===== src/rtl/gbank_pkg.sv =====
package gbank_pkg;
  localparam int STATE_W = 12;
  localparam logic [STATE_W-1:0] WR_MASK = 12'hF3F;
  localparam logic [STATE_W-1:0] SEL_MASK = 12'hC01;

  typedef enum logic [1:0] {
    BANK_NORMAL = 2'd0,
    BANK_ALT    = 2'd1,
    BANK_MMU    = 2'd2,
    BANK_INTR   = 2'd3
  } bank_e;

  typedef struct packed {
    logic       saveEn;
    logic       loadEn;
    logic [2:0] idx;
    bank_e      oldBank;
    bank_e      newBank;
    logic       blocked;
  } strobe_t;

  function automatic bank_e decodeBank(input logic [STATE_W-1:0] st);
    case ({st[11], st[10], st[0]})
      3'b001:  return BANK_ALT;
      3'b010:  return BANK_MMU;
      3'b100:  return BANK_INTR;
      default: return BANK_NORMAL;
    endcase
  endfunction
endpackage


===== src/rtl/gbank_ctrl.sv =====
module gbank_ctrl
  import gbank_pkg::*;
#(
  parameter int  NUM_REGS      = 8,
  parameter bit  LEVEL_GLOBALS = 1'b0
) (
  input  logic               clk,
  input  logic               rstN,
  input  logic               stWrEn,
  input  logic [STATE_W-1:0] stWrData,
  output logic [STATE_W-1:0] stateOut,
  output logic               busy,
  output strobe_t            strobe
);
  localparam int COPY_LEN = 2 * NUM_REGS;
  localparam int CNT_W    = $clog2(COPY_LEN);

  logic [STATE_W-1:0] stateQ, pendQ;
  logic [CNT_W-1:0]   cnt;
  logic               busyQ;
  bank_e              oldQ, newQ;
  logic [STATE_W-1:0] masked;

  always_comb begin
    masked = stWrData & WR_MASK;
    if (LEVEL_GLOBALS) masked[0] = 1'b0;
  end

  always_ff @(posedge clk) begin
    if (!rstN) begin
      stateQ <= '0;
      pendQ  <= '0;
      cnt    <= '0;
      busyQ  <= 1'b0;
      oldQ   <= BANK_NORMAL;
      newQ   <= BANK_NORMAL;
    end else if (busyQ) begin
      cnt <= cnt + 1'b1;
      if (cnt == CNT_W'(COPY_LEN - 1)) begin
        busyQ  <= 1'b0;
        stateQ <= pendQ;
      end
    end else if (stWrEn) begin
      if ((masked & SEL_MASK) != (stateQ & SEL_MASK)) begin
        busyQ <= 1'b1;
        cnt   <= '0;
        pendQ <= masked;
        oldQ  <= decodeBank(stateQ);
        newQ  <= decodeBank(masked);
      end else begin
        stateQ <= masked;
      end
    end
  end

  always_comb begin
    strobe.saveEn  = busyQ && (cnt < CNT_W'(NUM_REGS));
    strobe.loadEn  = busyQ && (cnt >= CNT_W'(NUM_REGS));
    strobe.idx     = cnt[2:0];
    strobe.oldBank = oldQ;
    strobe.newBank = newQ;
    strobe.blocked = busyQ;
  end

  assign stateOut = stateQ;
  assign busy     = busyQ;

  AST_STATE_MASKED: assert property (@(posedge clk) disable iff (!rstN)
    (stateOut & ~WR_MASK) == '0);
  AST_COPY_ENDS: assert property (@(posedge clk) disable iff (!rstN)
    (busy && cnt == CNT_W'(COPY_LEN - 1)) |=> !busy);
  AST_STATE_HELD: assert property (@(posedge clk) disable iff (!rstN)
    (busy && cnt != CNT_W'(COPY_LEN - 1)) |=> $stable(stateOut));
  AST_COPY_START: assert property (@(posedge clk) disable iff (!rstN)
    $rose(busy) |-> (cnt == '0));

  generate
    if (LEVEL_GLOBALS) begin : g_lvl
      AST_NO_ALT_BIT: assert property (@(posedge clk) disable iff (!rstN)
        stateOut[0] == 1'b0);
    end
  endgenerate
endmodule


===== src/rtl/gbank_dp.sv =====
module gbank_dp
  import gbank_pkg::*;
#(
  parameter int DATA_W   = 32,
  parameter int NUM_REGS = 8
) (
  input  logic                clk,
  input  logic                rstN,
  input  strobe_t             strobe,
  input  logic [2:0]          rdIdx,
  output logic [DATA_W-1:0]   rdData,
  input  logic                wrEn,
  input  logic [2:0]          wrIdx,
  input  logic [DATA_W-1:0]   wrData
);
  localparam int NUM_BANKS = 4;

  logic [DATA_W-1:0] active [NUM_REGS];
  logic [DATA_W-1:0] bank   [NUM_BANKS][NUM_REGS];

  always_ff @(posedge clk) begin
    if (!rstN) begin
      for (int i = 0; i < NUM_REGS; i++) begin
        active[i] <= '0;
        for (int b = 0; b < NUM_BANKS; b++) bank[b][i] <= '0;
      end
    end else begin
      if (strobe.saveEn)
        bank[strobe.oldBank][strobe.idx] <= active[strobe.idx];
      if (strobe.loadEn && strobe.idx != 3'd0)
        active[strobe.idx] <= bank[strobe.newBank][strobe.idx];
      if (wrEn && !strobe.blocked && wrIdx != 3'd0)
        active[wrIdx] <= wrData;
    end
  end

  always_comb begin
    if (strobe.blocked || rdIdx == 3'd0) rdData = '0;
    else                                 rdData = active[rdIdx];
  end

  AST_REG0_ZERO: assert property (@(posedge clk) disable iff (!rstN)
    active[0] == '0);
  AST_PHASE_EXCL: assert property (@(posedge clk) disable iff (!rstN)
    !(strobe.saveEn && strobe.loadEn));
  AST_BUSY_READ_ZERO: assert property (@(posedge clk) disable iff (!rstN)
    strobe.blocked |-> rdData == '0);
  AST_BLOCK_WRITE: assert property (@(posedge clk) disable iff (!rstN)
    (strobe.blocked && !strobe.loadEn && wrEn) |=> $stable(active[wrIdx]));
endmodule


===== src/rtl/gbank_switch.sv =====
module gbank_switch
  import gbank_pkg::*;
#(
  parameter int DATA_W        = 32,
  parameter bit LEVEL_GLOBALS = 1'b0
) (
  input  logic              clk,
  input  logic              rstN,
  input  logic [2:0]        rdIdx,
  output logic [DATA_W-1:0] rdData,
  input  logic              wrEn,
  input  logic [2:0]        wrIdx,
  input  logic [DATA_W-1:0] wrData,
  input  logic              stWrEn,
  input  logic [11:0]       stWrData,
  output logic [11:0]       stateOut,
  output logic              busy
);
  localparam int NUM_REGS = 8;
  strobe_t strobe;

  gbank_ctrl #(.NUM_REGS(NUM_REGS), .LEVEL_GLOBALS(LEVEL_GLOBALS)) u_ctrl (
    .clk(clk), .rstN(rstN), .stWrEn(stWrEn), .stWrData(stWrData),
    .stateOut(stateOut), .busy(busy), .strobe(strobe)
  );

  gbank_dp #(.DATA_W(DATA_W), .NUM_REGS(NUM_REGS)) u_dp (
    .clk(clk), .rstN(rstN), .strobe(strobe), .rdIdx(rdIdx), .rdData(rdData),
    .wrEn(wrEn), .wrIdx(wrIdx), .wrData(wrData)
  );
endmodule


===== config.mk =====
export PLATFORM = sky130hd
export DESIGN_NAME = gbank_switch
export DESIGN_NICKNAME = d
export VERILOG_FILES = /design/src/rtl/gbank_pkg.sv /design/src/rtl/gbank_ctrl.sv /design/src/rtl/gbank_dp.sv /design/src/rtl/gbank_switch.sv
export SDC_FILE = /design/constraint.sdc
export NUM_CORES = 2
export LEC_CHECK = 0
export BUFFER_PORTS_ARGS = -buffer_cell sky130_fd_sc_hd__buf_2
export CAP_MARGIN = 5
export CORE_MARGIN = 2
export CORE_UTILIZATION = 60
export DETAILED_ROUTE_END_ITERATION = 10
export PLACE_DENSITY = 0.87
export REMOVE_ABC_BUFFERS = 1
export SYNTH_ARGS = -nofsm -noshare
export SYNTH_HDL_FRONTEND = slang
export SYNTH_SLANG_ARGS = --single-unit

===== constraint.sdc =====
create_clock -name clk -period 4.75 [get_ports clk]
set_input_delay 0.2375 -clock clk [delete_from_list [all_inputs] [get_ports clk]]
set_output_delay 0.2375 -clock clk [all_outputs]
set_load 0.01 [all_outputs]

==> report_table.html <==
<table>
<tr><th>Metric</th><th>Value</th></tr>
<tr><th colspan="2">Run status</th></tr>
<tr><td>Outcome</td><td>completed</td></tr>
<tr><th colspan="2">Power and ir drop</th></tr>
<tr><td>Power per Cell Area</td><td>394 nW/um^2</td></tr>
<tr><td>Total power of the final layout</td><td>26.0 mW</td></tr>
<tr><td>Worst voltage drop across the vdd grid</td><td>0.323 mV</td></tr>
<tr><td>Leakage power total</td><td>22.7 nW</td></tr>
<tr><th colspan="2">Routing</th></tr>
<tr><td>Number of DRC violations after detailed routing</td><td>0</td></tr>
<tr><td>Final ANT Viol Nets</td><td>0</td></tr>
<tr><td>DR pass1 iterations</td><td>7</td></tr>
<tr><td>Wirelength, routed</td><td>177000 um</td></tr>
<tr><td>Via-to-Cell Ratio</td><td>7.15</td></tr>
<tr><td>Number of design-rule violations left by the first detailed-router iteration</td><td>7215</td></tr>
<tr><td>Average wire per cell in the routed design</td><td>32.1 um</td></tr>
<tr><td>Detailed-route via count</td><td>39400</td></tr>
<tr><th colspan="2">Cells and area</th></tr>
<tr><td>Layout cell share with drive strength beyond 1</td><td>0.227</td></tr>
<tr><td>Nets</td><td>approximately 4200</td></tr>
<tr><td>Relative area change from synthesis to final layout</td><td>11.1%</td></tr>
<tr><td>Count of fill cells added during filler insertion</td><td>5800</td></tr>
<tr><td>Utilization after layout</td><td>0.671</td></tr>
<tr><th colspan="2">CTS</th></tr>
<tr><td>Post-CTS setup buffer count</td><td>0</td></tr>
<tr><td>CTS tree</td><td>built</td></tr>
<tr><td>Number of hold buffers added after CTS</td><td>40</td></tr>
<tr><td>Clock root cell</td><td>clkbuf_16</td></tr>
<tr><td>Clock H-tree levels</td><td>4</td></tr>
<tr><td>Clock sinks</td><td>around 1300</td></tr>
<tr><td>Clock insertion delay at the later pin of the skew report</td><td>slightly below 0.8 ns</td></tr>
<tr><td>Clock edge transition at the registers on the reported setup and hold paths</td><td>0.06 ns</td></tr>
<tr><td>Buffer depth of the longest clock path</td><td>3</td></tr>
<tr><td>Cells resized by post-CTS repair</td><td>0</td></tr>
<tr><td>Number of clock buffers inserted by TritonCTS</td><td>130</td></tr>
<tr><th colspan="2">Yosys</th></tr>
<tr><td>Synthesized flop and latch total</td><td>about 1300</td></tr>
<tr><td>Post-synth EDFFs</td><td>1280</td></tr>
<tr><td>Post-synthesis async set-or-reset flop share</td><td>0</td></tr>
<tr><td>Commonest cells in the netlist</td><td>1280 x edfxtp_1, 1131 x nor2_1, 352 x mux4_2, 208 x nand2_1, 197 x nor3_1</td></tr>
<tr><td>Sequential element share of the synthesized area</td><td>0.660</td></tr>
<tr><td>Avg Cell Area, Syn</td><td>14.6 sq um</td></tr>
<tr><td>Most frequent cell after synthesis</td><td>edfxtp_1</td></tr>
<tr><td>Synth Cell Area</td><td>59300 sq um</td></tr>
<tr><td>Top post-synthesis cells by area</td><td>edfxtp_1 65%, mux4_2 13%, nor2_1 7.2%</td></tr>
<tr><td>Count of mapped cells out of synthesis</td><td>4071</td></tr>
<tr><td>Share of the synthesized area in the top cell type</td><td>0.649</td></tr>
<tr><td>Cell type with the largest total area after synthesis</td><td>edfxtp_1</td></tr>
<tr><td>Yosys Warn Count</td><td>0</td></tr>
<tr><td>Number of distinct library cell variants in the gate-level netlist after synthesis</td><td>50</td></tr>
<tr><td>Top flip-flop cell by instance count after synthesis</td><td>edfxtp_1</td></tr>
<tr><th colspan="2">Flow run</th></tr>
<tr><td>Number of violations of the max-capacitance limit</td><td>0</td></tr>
<tr><th colspan="2">Floorplan</th></tr>
<tr><td>Effective utilization at floorplan</td><td>0.604</td></tr>
<tr><td>I/O Pins</td><td>99</td></tr>
<tr><td>Std-Cell Rows</td><td>115</td></tr>
<tr><td>Die area</td><td>roughly 100000 sq um</td></tr>
<tr><td>Die boundary width</td><td>318 um</td></tr>
<tr><td>Die height</td><td>318 um</td></tr>
<tr><td>Area inside the core boundary</td><td>98100 sq um</td></tr>
<tr><th colspan="2">Global routing</th></tr>
<tr><td>Largest net degree at the start of global routing</td><td>99</td></tr>
<tr><td>Number of antenna violations at the first check in global routing</td><td>1</td></tr>
<tr><td>Tot GR Track Use</td><td>0.349</td></tr>
<tr><td>Wire length of the first global-routing pass</td><td>approximately 260000 um</td></tr>
<tr><td>Vias in the first global route</td><td>40200</td></tr>
<tr><td>Total congestion overflow after global routing</td><td>0</td></tr>
<tr><th colspan="2">Worst setup path</th></tr>
<tr><td>Required @ worst endpoint</td><td>5.22 ns</td></tr>
<tr><td>Category of the most critical setup path</td><td>register to register</td></tr>
<tr><td>Logic depth of the worst register-to-register path</td><td>6</td></tr>
<tr><td>Critical Path, Cell by Cell</td><td>buf_4 -&gt; mux2_2 -&gt; a22oi_1 -&gt; nand3_1 -&gt; nor3_4 -&gt; nor3_1</td></tr>
<tr><td>Highest cell delay on the worst timing path</td><td>0.69 ns</td></tr>
<tr><td>Category of cells accounting for the largest share of critical-path delay</td><td>simple AND/OR/NAND/NOR gates</td></tr>
<tr><td>Worst R2R Setup Slack</td><td>1.08 ns</td></tr>
<tr><td>Max stage delay cell, worst path</td><td>dfxtp_4</td></tr>
<tr><td>Number of buffers and inverters on the critical path</td><td>1</td></tr>
<tr><td>Endpoint class of the critical path</td><td>register</td></tr>
<tr><td>Worst Setup Start Kind</td><td>register</td></tr>
<tr><td>Crit path DAT</td><td>just over 4 ns</td></tr>
<tr><td>Capture point of the worst reg-to-reg path</td><td>u_dp.active[7][15]</td></tr>
<tr><td>CP max FO</td><td>36</td></tr>
<tr><th colspan="2">STA</th></tr>
<tr><td>Normalized max-slew margin</td><td>0.154</td></tr>
<tr><td>Worst Max-Slew Pin Slew</td><td>1.24 ns</td></tr>
<tr><td>Final critical-path required period</td><td>between 3 and 4 ns</td></tr>
<tr><td>Max-slew violation count</td><td>0</td></tr>
<tr><td>Setup repair after global routing missed its margin</td><td>no</td></tr>
<tr><td>Ratio of final minimum period to clock period</td><td>0.773</td></tr>
<tr><td>Max frequency</td><td>272 MHz</td></tr>
<tr><td>Hold Violations, Final</td><td>0</td></tr>
<tr><td>Clock skew after layout</td><td>between 0.03 and 0.04 ns</td></tr>
<tr><td>Final setup violation count</td><td>0</td></tr>
<tr><th colspan="2">Hold path</th></tr>
<tr><td>Hold Path Origin</td><td>rstN</td></tr>
<tr><td>Worst min-delay path category</td><td>input pin to register</td></tr>
<tr><td>Worst hold path endpoint</td><td>u_ctrl.busy</td></tr>
<tr><td>WHS Path Cells</td><td>2</td></tr>
<tr><th colspan="2">Placed design</th></tr>
<tr><td>Post-detail-place hpwl</td><td>between 90000 and 100000 um</td></tr>
<tr><td>I/O Buffers</td><td>between 90 and 100</td></tr>
<tr><td>Weighted congestion at the end of routability-driven global placement</td><td>0.877</td></tr>
</table>
-- cells by family (layout without fill, tap and decap cells) --
family	after synthesis	count (layout)	synth area share
AND/OR/NAND/NOR	1671	1671	0.123
other	1	4	0.0000633
flip-flops	1314	1314	0.660
XOR/XNOR	7	7	0.00103
multiplexers	556	556	0.170
adder cells (fa/ha/maj)	2	2	0.000422
AO/OA/AOI/OAI	134	134	0.0154
buffers and inverters	386	535	0.0307
-- per-layer routing --
layer / part of all wire / GRT usage
met1: 0.29 / 0.413
met2: 0.46 / 0.536
met3: 0.16 / 0.112
met4: 0.088 / 0.267
met5: 0.00015 / 0
-- power breakdown --
| group | total, mW | switching, mW | internal [mW] |
|---|---|---|---|
| combinational | 2.65 | 1.81 | 0.839 |
| sequential | 13.3 | 0.217 | 13.1 |
| clock | 9.96 | 4.44 | 5.53 |
-- layout make-up --
type,count,area (sq um),share of cell area
antenna,2,5.00,0.0000760
clock buffer,165,3510,0.0533
clock inverter,70,523,0.00794
inverter,2,10.0,0.000152
multi-input combinational,2372,18700,0.285
sequential,1314,39100,0.594
tap,1287,1610,0.0245
timing repair buffer,298,2300,0.0350
-- how the worst max path moves through the flow --
stage	from	slack, ns	end	cells after the start
6_report	register	1.08	u_dp.active[7][15]	6
5_1_grt	u_ctrl.cnt[2]	1.06	u_dp.bank[2][121]	5
4_1_cts	register	1.31	u_dp.active[7][30]	6
3_5_place_dp	rstN	1.31	u_dp.active[4][22]	6
3_3_place_gp	rstN	1.37	u_dp.active[4][2]	6
2_1_floorplan	register	-6.46	u_dp.active[1][6]	4
-- state kept, by name (all words and copies together) (netlist names), named ones only --
register	count
u_ctrl.pendQ	10
u_ctrl.oldQ	2
u_ctrl.stateOut	10
u_ctrl.busy	1
u_ctrl.newQ	2
u_dp.active	256
u_ctrl.cnt	4
u_dp.bank	1024
-- through the flow --
| stage | instances | TNS (ns) | setup slack [ns] | cell area (sq um) | hold slack, ns |
|---|---|---|---|---|---|
| final | 5510 | 0 | 1.08 | 65800 | 0.0345 |
| after CTS | 5506 | 0 | 1.31 | 65800 | 0.00337 |
| after detailed placement | 5231 | 0 | 1.31 | 61400 | 0.447 |
| after global routing | 5508 | 0 | 1.06 | 65800 | 0.0380 |
| after floorplan | 3688 | -1889.92 | -6.46 | 57500 | 0.371 |
| after global placement | 5231 | 0 | 1.37 | 61400 | 0.433 |
-- worst register-to-register path, stage by stage, from the launching register on --
cell and delay [ns]:
dfxtp_4 0.69, buf_4 0.62, mux2_2 0.46, a22oi_1 0.38, nand3_1 0.48, nor3_4 0.62
nor3_1 0.13
-- layout by cell type (no fill, tap or decap), drive strengths merged, types with 2 or more instances in the layout --
cell type	count
nand2b	4
ha	2
nand3	37
or2	3
a21boi	16
xnor2	4
and2	3
dfxtp	34
dlygate4sd3	40
clkinv	57
or3	10
mux2i	141
clkbuf	165
nand3b	2
o21ai	4
mux2	63
conb	2
mux4	352
bufinv	5
o211a	10
edfxtp	1280
nand2	208
buf	258
nor2b	8
diode	2
a22oi	32
inv	10
nor3	259
xor2	3
a21oi	32
and3	3
o22ai	33
nor2	1131
No activity file was read; power rests on OpenSTA's default activity.
